[config.mk]
export PLATFORM = sky130hd
export DESIGN_NAME = p2m_dma_channel
export DESIGN_NICKNAME = d
export VERILOG_FILES = /design/src/rtl/p2m_dma_pkg.sv /design/src/rtl/p2m_stage_buf.sv /design/src/rtl/p2m_burst_gen.sv /design/src/rtl/p2m_dma_channel.sv
export SDC_FILE = /design/constraint.sdc
export NUM_CORES = 1
export LEC_CHECK = 0
export ABC_AREA = 0
export BUFFER_PORTS_ARGS = -buffer_cell sky130_fd_sc_hd__buf_2
export CAP_MARGIN = 20
export CORE_MARGIN = 1.5
export CORE_UTILIZATION = 46
export DETAILED_ROUTE_END_ITERATION = 8
export PLACE_DENSITY_LB_ADDON = 0.08
export RECOVER_POWER = 25
export SLEW_MARGIN = 15
export SYNTH_ARGS = -nofsm -noshare
export SYNTH_HDL_FRONTEND = slang
export SYNTH_HIERARCHICAL = 1
export SYNTH_SLANG_ARGS = --single-unit
export TNS_END_PERCENT = 1
[constraint.sdc]
create_clock -name clk -period 14.75 [get_ports clk]
set_input_delay 0.7375 -clock clk [delete_from_list [all_inputs] [get_ports clk]]
set_output_delay 0.7375 -clock clk [all_outputs]
set_load 0.02 [all_outputs]
[src/rtl/p2m_dma_pkg.sv]
package p2m_dma_pkg;
    typedef enum logic [1:0] {
        CH_IDLE,
        CH_LOAD,
        CH_RUN,
        CH_FLUSH
    } ch_state_e;
endpackage

[src/rtl/p2m_stage_buf.sv]
// Staging ring buffer: one write port, one read port, occupancy in beats.
module p2m_stage_buf #(
    parameter  int DW    = 64,
    parameter  int DEPTH = 8,
    localparam int PW    = $clog2(DEPTH),
    localparam int CW    = $clog2(DEPTH + 1)
) (
    input  logic          clk,
    input  logic          rst_n,
    input  logic          push,
    input  logic [DW-1:0] push_data,
    input  logic          pop,
    output logic [DW-1:0] head,
    output logic [CW-1:0] count
);
    typedef struct packed {
        logic [PW-1:0] wp;
        logic [PW-1:0] rp;
        logic [CW-1:0] cnt;
    } ptr_t;

    ptr_t ptr_d, ptr_q;
    logic [DW-1:0] mem_q [DEPTH];

    always_comb begin
        ptr_d = ptr_q;
        if (push) ptr_d.wp = ptr_q.wp + 1'b1;
        if (pop)  ptr_d.rp = ptr_q.rp + 1'b1;
        ptr_d.cnt = ptr_q.cnt + CW'(push) - CW'(pop);
    end

    always_ff @(posedge clk or negedge rst_n) begin
        if (!rst_n) ptr_q <= '0;
        else        ptr_q <= ptr_d;
    end

    always_ff @(posedge clk) begin
        if (push) mem_q[ptr_q.wp] <= push_data;
    end

    assign head  = mem_q[ptr_q.rp];
    assign count = ptr_q.cnt;
endmodule

[src/rtl/p2m_burst_gen.sv]
// Tracks the beats left in the current write burst and its byte length.
module p2m_burst_gen #(
    parameter  int BURST_BEATS = 4,
    parameter  int BEAT_BYTES  = 8,
    localparam int BW = $clog2(BURST_BEATS + 1),
    localparam int LW = $clog2(BURST_BEATS * BEAT_BYTES + 1)
) (
    input  logic          clk,
    input  logic          rst_n,
    input  logic          launch,
    input  logic [BW-1:0] launch_beats,
    input  logic          beat_acc,
    output logic          active,
    output logic          first,
    output logic [LW-1:0] len_bytes
);
    typedef struct packed {
        logic [BW-1:0] left;
        logic          first;
        logic [LW-1:0] len;
    } burst_t;

    burst_t bs_d, bs_q;

    always_comb begin
        bs_d = bs_q;
        if (launch) begin
            bs_d.left  = launch_beats;
            bs_d.first = 1'b1;
            bs_d.len   = LW'(launch_beats) * LW'(BEAT_BYTES);
        end else if (beat_acc) begin
            bs_d.left  = bs_q.left - 1'b1;
            bs_d.first = 1'b0;
        end
    end

    always_ff @(posedge clk or negedge rst_n) begin
        if (!rst_n) bs_q <= '0;
        else        bs_q <= bs_d;
    end

    assign active    = (bs_q.left != '0);
    assign first     = bs_q.first;
    assign len_bytes = bs_q.len;
endmodule

[src/rtl/p2m_dma_channel.sv]
module p2m_dma_channel
    import p2m_dma_pkg::*;
#(
    parameter  int AW          = 32,
    parameter  int DW          = 64,
    parameter  int CNT_W       = 16,
    parameter  int BUF_BEATS   = 8,
    parameter  int BURST_BEATS = 4,
    localparam int BEAT_BYTES  = DW / 8,
    localparam int LEN_W       = $clog2(BURST_BEATS * BEAT_BYTES + 1)
) (
    input  logic             clk,
    input  logic             rst_n,
    input  logic             start,
    input  logic             irq_clr,
    output logic             idle,
    output logic             irq,
    input  logic [AW-1:0]    src_addr,
    input  logic             dreq,
    output logic             dack,
    input  logic             done_in,
    output logic             done_out,
    output logic             src_rd,
    output logic [AW-1:0]    src_raddr,
    input  logic [DW-1:0]    src_rdata,
    input  logic             desc_valid,
    output logic             desc_ready,
    input  logic [AW-1:0]    desc_dst,
    input  logic [CNT_W-1:0] desc_bytes,
    input  logic             desc_last,
    output logic             wr_valid,
    input  logic             wr_ready,
    output logic             wr_first,
    output logic [AW-1:0]    wr_addr,
    output logic [LEN_W-1:0] wr_len,
    output logic [DW-1:0]    wr_data
);
    localparam int OCC_W = $clog2(BUF_BEATS + 1);
    localparam int BW    = $clog2(BURST_BEATS + 1);

    typedef struct packed {
        ch_state_e        st;
        logic [AW-1:0]    src;
        logic [AW-1:0]    dst;
        logic [CNT_W-1:0] remain;
        logic             last;
        logic             req_pend;
        logic             dreq_q;
        logic             rd;
        logic             done_o;
        logic             ack;
        logic             irq;
    } ch_t;

    ch_t ch_d, ch_q;

    logic [OCC_W-1:0] occ;
    logic [DW-1:0]    head;
    logic             active, first, launch, beat_acc, issue, req_edge;
    logic [BW-1:0]    launch_beats;
    logic [LEN_W-1:0] len_bytes;

    p2m_stage_buf #(.DW(DW), .DEPTH(BUF_BEATS)) i_buf (
        .clk(clk), .rst_n(rst_n),
        .push(ch_q.rd), .push_data(src_rdata),
        .pop(beat_acc), .head(head), .count(occ)
    );

    p2m_burst_gen #(.BURST_BEATS(BURST_BEATS), .BEAT_BYTES(BEAT_BYTES)) i_burst (
        .clk(clk), .rst_n(rst_n),
        .launch(launch), .launch_beats(launch_beats), .beat_acc(beat_acc),
        .active(active), .first(first), .len_bytes(len_bytes)
    );

    assign beat_acc     = active && wr_ready;
    assign launch       = !active && ((occ >= OCC_W'(BURST_BEATS)) ||
                          (ch_q.st == CH_FLUSH && occ != '0 && !ch_q.rd));
    assign launch_beats = (occ >= OCC_W'(BURST_BEATS)) ? BW'(BURST_BEATS) : BW'(occ);
    assign req_edge     = dreq && !ch_q.dreq_q;
    assign issue        = (ch_q.st == CH_RUN) && (ch_q.req_pend || req_edge) &&
                          (ch_q.remain != '0) && !ch_q.rd &&
                          (occ < OCC_W'(BUF_BEATS)) && !done_in;
    assign desc_ready   = (ch_q.st == CH_LOAD) && !done_in;

    always_comb begin
        ch_d          = ch_q;
        ch_d.dreq_q   = dreq;
        ch_d.req_pend = (ch_q.st == CH_LOAD || ch_q.st == CH_RUN) &&
                        (ch_q.req_pend || req_edge) && !issue;
        ch_d.rd       = issue;
        ch_d.done_o   = issue && ch_q.last && (ch_q.remain == CNT_W'(BEAT_BYTES));
        ch_d.ack      = ch_q.rd;
        if (issue)    ch_d.remain = ch_q.remain - CNT_W'(BEAT_BYTES);
        if (beat_acc) ch_d.dst    = ch_q.dst + AW'(BEAT_BYTES);
        if (irq_clr)  ch_d.irq    = 1'b0;
        unique case (ch_q.st)
            CH_IDLE: if (start) begin
                ch_d.st  = CH_LOAD;
                ch_d.src = src_addr;
            end
            CH_LOAD: if (done_in) begin
                ch_d.st   = CH_FLUSH;
                ch_d.last = 1'b1;
            end else if (desc_valid) begin
                ch_d.st     = CH_RUN;
                ch_d.dst    = desc_dst;
                ch_d.remain = desc_bytes;
                ch_d.last   = desc_last;
            end
            CH_RUN: if (done_in) begin
                ch_d.st     = CH_FLUSH;
                ch_d.last   = 1'b1;
                ch_d.remain = '0;
            end else if (ch_q.remain == '0 && !ch_q.rd) begin
                ch_d.st = CH_FLUSH;
            end
            CH_FLUSH: if (occ == '0 && !active && !ch_q.rd) begin
                if (ch_q.last) begin
                    ch_d.st  = CH_IDLE;
                    ch_d.irq = 1'b1;
                end else begin
                    ch_d.st = CH_LOAD;
                end
            end
            default: ch_d.st = CH_IDLE;
        endcase
    end

    always_ff @(posedge clk or negedge rst_n) begin
        if (!rst_n) ch_q <= '0;
        else        ch_q <= ch_d;
    end

    assign idle      = (ch_q.st == CH_IDLE);
    assign irq       = ch_q.irq;
    assign dack      = ch_q.ack;
    assign done_out  = ch_q.done_o;
    assign src_rd    = ch_q.rd;
    assign src_raddr = ch_q.src;
    assign wr_valid  = active;
    assign wr_first  = first;
    assign wr_addr   = ch_q.dst;
    assign wr_len    = len_bytes;
    assign wr_data   = head;
endmodule

==> impl_results.md <==
- Status: finished clean
- Clock sink total: 618
- Maximum fanout along the worst path: 68
- Vias in the first global route: 13400
- Number of library cell types mapped by synthesis: 57
- Total power draw: 5730 uW
- Nets: 1742
- Area share of the largest cell type after synthesis: 61.3%
- Skew-Pair Late Insertion Delay: 0.59 ns
- Unrepaired setup endpoints after global routing: false
- Largest cells by area after synthesis: edfxtp_1 (61%), mux4_2 (11%), dfrtp_1 (11%), mux2_2 (4.6%), buf_4 (2.3%)
- CP peak stage delay: 1.05 ns
- Wire length per cell: 22.1 microns
- Hold Crit Class: in -> async
- First-pass GRT wire length: 79900 microns
- Setup CP Type: reg -> out
- Die outline width: 236 microns
- Worst path required time: 14.01 ns
- First drt pass iteration count: 4
- CP max stage cell: dfrtp_4
- Slew at the pin closest to its max-slew limit: 1.07 ns
- Root Driver: clkbuf_16
- CTS resizes: 0
- Via count of the routed design: 12500
- Total negative slack: 0 ns
- Dpl cells: 2202
- Flops & latches, synth: 618
- CTS Hold Buffers Added: 0
- Tmin final: 4.32 ns
- Synthesized area per cell: 19.0 sq um
- Crit path capture type: primary output
- Max-slew violation count: 0
- Max Cap Viol: 0
- Die footprint: 55900 sq um
- Total track usage: 18.8%
- Synth warn: 6
- Final routed DRC violation total: 0
- # rows: 85
- Async S/R FF share, synth: 17.2%
- H-tree Lvls: 3
- Seq/Total Area, Yosys: 71.9%
- HPWL Detailed: 28800 microns
- Clock Skew: 0.0207 ns
- Fin. Hold Viols: 0
- Initial antenna violation count: 7
- Leak: 0.0101 uW
- Initial Util: 46.6%
- Finished Layout Cells: 2320
- Core area: 53800 sq um
- Initial drt markers: 609
- Dominant cell type by area after synthesis: edfxtp_1
- Final ANT Viol Nets: 0
- Ys flop type: edfxtp_1
- Mapped Cells: 1321
- CP Cell Sequence: buf_4 -> mux4_2 -> mux2_2 -> buf_2
- Boundary Pins: 295
- GPL Wtd Cong: 0.791
- Max_slew headroom: 28.7%
- Post-synth EDFFs: 512
- Die height: 236 microns
- Total gr overflow: 0
- Vias per cell: 5.37
- Power per cell area: 198 nW/um^2
- Maximum clock path buffer count: 3
- Largest net degree at the start of global routing: 69
- Final wirelength: 51300 microns
- Synthesized cell area: 25100 sq um
- Final worst-path cycle share: 29.3%
- Post-CTS setup buffer count: 0
- # setup viols final: 0
- Layout area overhead: 15.3%
- Share of cells above drive strength 1: 37.1%
- Port bufs: 291
- CP startpoint kind: register
- Worst vdd rail ir drop: 0.115 mV
- Total CTS buffers: 66
- F_max: 0.232 GHz
- Clk pin slew, worst setup/hold paths: 0.06 ns
- CTS tree: done
- Critical path arrival: 3.58 ns
[worst paths after layout]
check,from,end,slack [ns],depth (start not counted)
hold / removal,rst_n,src_raddr[25],0.19,1
hold reg to reg,ch_q[7],ch_q[7],0.49,1
min in group clk,dreq,ch_q[4],0.27,1
setup reg to reg,src_rd,i_buf/mem_q[6][13],11.68,3
setup / recovery,i_buf/ptr_q[6],wr_data[58],10.43,4
max in group asynchronous,rst_n,i_buf/ptr_q[5],13.31,2
[report_power, final]
part	internal (uW)	total [uW]	switching, uW
Clock	1030	1690	651
Combinational	819	1790	971
Sequential	2050	2250	208
Total	3900	5730	1830
[metrics by stage]
stage               hold WS (ns)  setup WS, ns  area (sq um)  util (%)
finish                     0.187         10.43         28900      53.7
global placement           0.468         10.92         26800      49.7
detailed placement         0.486         10.92         26800      49.7
CTS                        0.183         10.27         29000      53.8
global route               0.224         10.13         28900      53.7
floorplan                  0.442          9.02         25100         -
[layout by cell type, fill, tap and decap left out, types with 30 or more instances in the layout]
| cell type | netlist | final |
|---|---|---|
| mux2_2 | 102 | 102 |
| clkbuf_16 | 0 | 68 |
| nand2_1 | 31 | 30 |
| mux4_2 | 128 | 128 |
| buf_2 | 4 | 235 |
| a21oi_1 | 43 | 43 |
| edfxtp_1 | 512 | 512 |
| dfrtp_1 | 106 | 103 |
| clkbuf_1 | 20 | 66 |
| nor2_1 | 48 | 42 |
[cell families after synthesis]
logic type               share of synthesized area [%]
AO/OA/AOI/OAI                                     2.29
XOR/XNOR                                          1.47
adder cells (fa/ha/maj)                          0.778
buffers and inverters                             3.79
flip-flops                                        71.9
multiplexers                                      16.3
other                                           0.0150
AND/OR/NAND/NOR                                   3.47
[Yosys cell counts (10+ instances only)]
library cell	number
edfxtp_1	512
xor2_1	21
a21oi_1	43
nand3_1	16
inv_1	26
mux4_2	128
dfrtp_1	106
buf_4	76
buf_6	12
clkbuf_1	20
nor2_1	48
o21ai_0	22
xnor2_1	21
mux2_2	102
nand4_1	14
nand2_1	31
buf_1	14
ha_1	14
nor3_1	10
[layout make-up]
type | count | area (sq um)
inverters | 26 | 97.6
repair buffers | 309 | 1530
multi-input cells | 553 | 6170
fillers | 4308 | 24900
clock buffers | 79 | 1740
well taps | 696 | 871
flip-flops and latches | 618 | 18000
diodes | 2 | 5.00
clock inverters | 37 | 464
[worst max-delay path, delay by kind of cell (launching register included)]
kind     cells  cell delay, ns
mux          2            0.75
flops        1            1.05
buf+inv      2            1.12
[sequential cells by signal, indices dropped and copies added (netlist names)]
register / flops
i_buf/mem_q: 512
done_out: 1
src_raddr: 32
i_burst/bs_q: 3
i_buf/ptr_q: 6
irq: 1
i_burst/first: 1
dack: 1
src_rd: 1
i_buf/count: 4
ch_q: 21
wr_addr: 32
i_burst/len_bytes: 3
[layer usage]
layer / vias up / wire (microns) / track usage [%]
li1: 5650 / - / -
met1: 6434 / 22500 / 25.4
met2: 298 / 25000 / 30.7
met3: 73 / 2990 / 4.55
met4: 10 / 802 / 5.30
met5: - / 72 / 0
Power figures use the tool's default switching activity.
